--- src/rtl/uart_irq_pkg.sv ---
package uart_irq_pkg;

  typedef enum logic [3:0] {
    IID_MODEM   = 4'h0,
    IID_NONE    = 4'h1,
    IID_THR     = 4'h2,
    IID_RXDATA  = 4'h4,
    IID_LINE    = 4'h6,
    IID_TIMEOUT = 4'hC
  } iid_code_e;

  localparam int ENB_RX    = 0;
  localparam int ENB_THR   = 1;
  localparam int ENB_LINE  = 2;
  localparam int ENB_MODEM = 3;
  localparam int ENB_W     = 4;

  // Source slots, index 0 is the highest priority.
  localparam int NUM_SRC = 5;

  function automatic iid_code_e src_code(input int idx);
    case (idx)
      0:       return IID_LINE;
      1:       return IID_TIMEOUT;
      2:       return IID_RXDATA;
      3:       return IID_THR;
      default: return IID_MODEM;
    endcase
  endfunction

endpackage

--- src/rtl/uart_irq_enable_reg.sv ---
module uart_irq_enable_reg
  import uart_irq_pkg::*;
(
  input  logic              clk_i,
  input  logic              rst_ni,
  input  logic              ier_wr_i,
  input  logic [7:0]        ier_wdata_i,
  input  logic              thr_wr_i,
  input  logic              ack_thr_i,
  input  logic              tx_drained_i,
  input  logic              thr_empty_i,
  output logic [ENB_W-1:0]  ier_q_o,
  output logic [ENB_W-1:0]  ier_next_o,
  output logic              pend_next_o
);

  logic [ENB_W-1:0] ier_q, ier_d;
  logic             pend_q, pend_d;
  logic             pend_en;
  logic [3:0]       unused_hi;

  assign unused_hi = ier_wdata_i[7:4];

  // Later statements take precedence within a cycle.
  always_comb begin
    ier_d  = ier_q;
    pend_d = pend_q;
    if (tx_drained_i) pend_d = 1'b1;
    if (ack_thr_i)    pend_d = 1'b0;
    if (thr_wr_i)     pend_d = 1'b0;
    if (ier_wr_i) begin
      ier_d = ier_wdata_i[ENB_W-1:0];
      if (ier_wdata_i[ENB_THR] != ier_q[ENB_THR])
        pend_d = ier_wdata_i[ENB_THR] & thr_empty_i;
    end
  end

  assign pend_en = tx_drained_i | ack_thr_i | thr_wr_i | ier_wr_i;

  always_ff @(posedge clk_i or negedge rst_ni) begin
    if (!rst_ni) begin
      ier_q  <= '0;
      pend_q <= 1'b0;
    end else begin
      if (ier_wr_i) ier_q  <= ier_d;
      if (pend_en)  pend_q <= pend_d;
    end
  end

  assign ier_q_o     = ier_q;
  assign ier_next_o  = ier_d;
  assign pend_next_o = pend_d;

endmodule

--- src/rtl/uart_irq_prio.sv ---
module uart_irq_prio
  import uart_irq_pkg::*;
#(
  parameter int CNT_W = 5
) (
  input  logic [ENB_W-1:0]  ier_i,
  input  logic [3:0]        line_err_i,
  input  logic              timeout_pend_i,
  input  logic              data_ready_i,
  input  logic              fifo_en_i,
  input  logic [CNT_W-1:0]  rx_count_i,
  input  logic [CNT_W-1:0]  rx_trig_i,
  input  logic              thr_pend_i,
  input  logic [3:0]        msr_delta_i,
  output iid_code_e         code_o
);

  logic [NUM_SRC-1:0] req;
  logic               level_ok;

  assign level_ok = !fifo_en_i || (rx_count_i >= rx_trig_i);

  always_comb begin
    req[0] = ier_i[ENB_LINE]  && (|line_err_i);
    req[1] = ier_i[ENB_RX]    && timeout_pend_i;
    req[2] = ier_i[ENB_RX]    && data_ready_i && level_ok;
    req[3] = ier_i[ENB_THR]   && thr_pend_i;
    req[4] = ier_i[ENB_MODEM] && (|msr_delta_i);
  end

  // Scan from lowest to highest priority so the highest active slot wins.
  always_comb begin
    code_o = IID_NONE;
    for (int i = NUM_SRC - 1; i >= 0; i--) begin
      if (req[i]) code_o = src_code(i);
    end
  end

endmodule

--- src/rtl/uart_irq_ident.sv ---
module uart_irq_ident
  import uart_irq_pkg::*;
#(
  parameter  int FIFO_DEPTH = 16,
  localparam int CNT_W      = $clog2(FIFO_DEPTH + 1)
) (
  input  logic              clk_i,
  input  logic              rst_ni,
  input  logic              ier_wr_i,
  input  logic [7:0]        ier_wdata_i,
  input  logic              thr_wr_i,
  input  logic              iid_rd_i,
  input  logic              tx_drained_i,
  input  logic              thr_empty_i,
  input  logic [3:0]        line_err_i,
  input  logic              data_ready_i,
  input  logic              fifo_en_i,
  input  logic [CNT_W-1:0]  rx_count_i,
  input  logic [CNT_W-1:0]  rx_trig_i,
  input  logic              timeout_pend_i,
  input  logic [3:0]        msr_delta_i,
  output logic [ENB_W-1:0]  ier_o,
  output logic [7:0]        iid_o,
  output logic              irq_o
);

  logic [7:0]       iid_q, iid_d;
  logic             irq_q, irq_d;
  logic             ack_thr;
  logic [ENB_W-1:0] ier_next;
  logic             pend_next;
  iid_code_e        code;

  assign ack_thr = iid_rd_i && (iid_q[3:0] == IID_THR);

  uart_irq_enable_reg u_enable (
    .clk_i        (clk_i),
    .rst_ni       (rst_ni),
    .ier_wr_i     (ier_wr_i),
    .ier_wdata_i  (ier_wdata_i),
    .thr_wr_i     (thr_wr_i),
    .ack_thr_i    (ack_thr),
    .tx_drained_i (tx_drained_i),
    .thr_empty_i  (thr_empty_i),
    .ier_q_o      (ier_o),
    .ier_next_o   (ier_next),
    .pend_next_o  (pend_next)
  );

  uart_irq_prio #(.CNT_W(CNT_W)) u_prio (
    .ier_i          (ier_next),
    .line_err_i     (line_err_i),
    .timeout_pend_i (timeout_pend_i),
    .data_ready_i   (data_ready_i),
    .fifo_en_i      (fifo_en_i),
    .rx_count_i     (rx_count_i),
    .rx_trig_i      (rx_trig_i),
    .thr_pend_i     (pend_next),
    .msr_delta_i    (msr_delta_i),
    .code_o         (code)
  );

  always_comb begin
    iid_d = {{2{fifo_en_i}}, 2'b00, code};
    irq_d = (code != IID_NONE);
  end

  always_ff @(posedge clk_i or negedge rst_ni) begin
    if (!rst_ni) begin
      iid_q <= {4'h0, IID_NONE};
      irq_q <= 1'b0;
    end else begin
      iid_q <= iid_d;
      irq_q <= irq_d;
    end
  end

  assign iid_o = iid_q;
  assign irq_o = irq_q;

endmodule

--- config.mk ---
export PLATFORM = sky130hd
export DESIGN_NAME = uart_irq_ident
export DESIGN_NICKNAME = d
export VERILOG_FILES = /design/src/rtl/uart_irq_pkg.sv /design/src/rtl/uart_irq_enable_reg.sv /design/src/rtl/uart_irq_prio.sv /design/src/rtl/uart_irq_ident.sv
export SDC_FILE = /design/constraint.sdc
export NUM_CORES = 1
export LEC_CHECK = 0
export BUFFER_PORTS_ARGS = -buffer_cell sky130_fd_sc_hd__buf_2
export CORE_UTILIZATION = 39
export DETAILED_ROUTE_END_ITERATION = 6
export PLACE_DENSITY = 0.88
export SLEW_MARGIN = 20
export SYNTH_ARGS = -nofsm -noshare
export SYNTH_HDL_FRONTEND = slang
export SYNTH_SLANG_ARGS = --single-unit
--- constraint.sdc ---
create_clock -name clk_i -period 1.55 [get_ports clk_i]
set_input_delay 0 -clock clk_i [delete_from_list [all_inputs] [get_ports clk_i]]
set_output_delay 0 -clock clk_i [all_outputs]
set_load 0.1 [all_outputs]
==> run metrics <==
max_cap viols=0; Die W=between 40 and 50 um; Slew Viols, Final=0; initial antenna violation count=0; First-pass DRT Iterations=4; clk buf depth=2; P&R area growth vs syn=48.68%; Syn Std Cell Area=between 600 and 700 um2; Distinct cells, synth=30; Row Count=14; Yosys reg bits=11; FMAX=roughly 0.66 GHz; initial core utilization=43.02%; detailed-route DRC error count=0; die height=43.24 um; crit path kind=reg -> reg; post-layout min period=1513 ps; setup violators final=0; leak pwr=0.0004910 uW; Clock Skew=5.196 ps; final hold vios=0; Clock Tree Root=clkbuf_4; I/O pins=49; Post-Route WL=about 1500 um; final net count=148; core area=1541 um2; First DRT Iteration DRCs=6; Crit. End Element=flip-flop; Non-Filler Instances=122; Worst R2R Start=iid_o[3]; unrepaired setup endpoints after global routing=true; post-synthesis sequential area ratio=a little over two fifths; Clock Latency Late Sink=260 ps; PwrDens=990.7 nW/um2; pin count of the biggest net entering global routing=12; number of global-route vias before repair=618; layout cells sized above 1=66.04%; Crit path required time=1700 ps; Syn Inst Count=55; dpl hpwl=~1200 um; Tot GR Track Use=between 10% and 20%; Synth Area per Inst=12.06 um2; beginning of the critical path=iid_o[3]; Layout Utilization=63.96%; min-delay src=msr_delta_i[2]; Placer Congestion=0.7245; Worst Hold Class=in -> reg; CTS tree=done; Max VDD drop=between 0.0003 and 0.0004 V; DR vias/cell=approximately 5.0; Placed Cells incl. Taps=112; Ys Warns=0; I/O Buffers=42; Die ar.=1869 um2; first-pass GRT wire length=2477 um; ANT cells=0; H-tree levels=1; Worst Path Max Fanout=3; post-route ant nets=0; Hold Slack=9.840 ps; clk sinks=11; DR vias=roughly 610; Worst EP arrival=1660 ps; Worst-path clk slew=70 ps; CP startpoint kind=flip-flop; drt wl/cell=12.07 um; outcome=finished, final reports clean; total CTS buffers=3; GR Overflow Total=0; period utilization=97.64%
## path summary, 6_finish.rpt
kind | end | slack [ps] | cells past startpoint
setup / recovery | irq_o | 40 | 4
hold / removal | iid_o[0] | 10 | 3
setup reg to reg | irq_o | 40 | 4
hold reg to reg | u_enable.pend_q | 520 | 1
max in group asynchronous | iid_o[0] | 1150 | 2
min in group asynchronous | u_enable.ier_q_o[1] | 140 | 2
## per-stage QoR
| stage | cell area [um2] | power (uW) | setup WS, ps | setup TNS (ps) |
|---|---|---|---|---|
| floorplan | 686.9 | 688.6 | -83.73 | -129.1 |
| global placement | 902.1 | 770.5 | 18.34 | 0 |
| detailed placement | 902.1 | 781.5 | -22.68 | -22.68 |
| CTS | 978.4 | 980.7 | 45.64 | 0 |
| global route | 985.9 | 1020 | -37.56 | -37.56 |
| finish | 985.9 | 976.8 | 36.63 | 0 |
## per-layer routing
layer | share of wire, % | global-route usage (%)
met2 | 58 | 35.22
met1 | 36 | 17.69
met4 | 0.95 | 9.091
met3 | 4.9 | 2.553
met5 | 0 | 0
## repair_timing
item | in CTS | in global routing
setup buffers | 0 | 1
endpoints found under the setup margin | 0 | 2
hold buffers | 5 | 0
gates resized for setup | 0 | 0
hold endpoints to repair | 15 | 0
## sequential cells by signal, indices dropped and copies added (netlist names)
name,flops
iid_o,5
irq_o,1
u_enable.ier_q_o,4
u_enable.pend_q,1
## cells in the final DEF (no fill, tap or decap), types with 2 or more instances in the layout
master / n
o21a_1: 2
mux2_2: 3
buf_4: 2
buf_2: 42
dfrtp_1: 3
o41a_2: 2
dfrtp_2: 5
o21ai_0: 2
clkbuf_4: 3
dfrtp_4: 2
inv_1: 6
conb_1: 2
ha_1: 5
dlygate4sd3_1: 5
## critical path, stage by stage (launching register included)
cell,delay [ps]
dfrtp_4,460
nand4bb_1,210
o221ai_2,240
o22ai_2,130
a2111o_1,350
## synthesized netlist by cell type, drive strengths merged
library cell / count / area (um2)
nand3: 1 / 5.000
o21ai: 3 / 18.77
a21oi: 1 / 5.000
o221ai: 1 / 8.760
nand2b: 1 / 13.76
nor2b: 1 / 6.260
o21a: 3 / 23.77
inv: 7 / 26.27
mux2: 4 / 48.79
a2111oi: 2 / 42.54
nand4bb: 1 / 11.26
ha: 5 / 62.56
conb: 1 / 3.750
nand2: 1 / 3.750
o22ai: 2 / 18.77
o41a: 2 / 25.02
dfstp: 1 / 26.28
nor2: 1 / 3.750
nor3b: 1 / 7.510
dfrtp: 10 / 250.2
a2111o: 1 / 11.26
a2bb2oi: 1 / 8.760
buf: 3 / 22.52
a21o: 1 / 8.760
## cells by family (layout without fill, tap and decap cells)
group / count (synthesis) / after routing / synth area share (%)
compound gates: 17 / 17 / 25.85
fa+ha+maj: 5 / 5 / 9.434
buf+inv: 10 / 60 / 7.357
flops: 11 / 11 / 41.70
mux: 4 / 4 / 7.357
other cells: 1 / 2 / 0.5655
simple gates: 7 / 7 / 7.734
## where the power goes
group,internal (uW),switching (uW)
Clock,99.5,90.4
Combinational,123,323
Sequential,325,15.6
## cell type report
cell class                      instances  area [um2]
Multi-Input combinational cell         35       347.8
Sequential cell                        11       290.3
Clock buffer                            4       26.28
Timing Repair Buffer                   49       275.3
Fill cell                             130       555.5
Tap cell                               16       20.02
Inverter                                7       26.28
(Power assumes the default switching activity.)
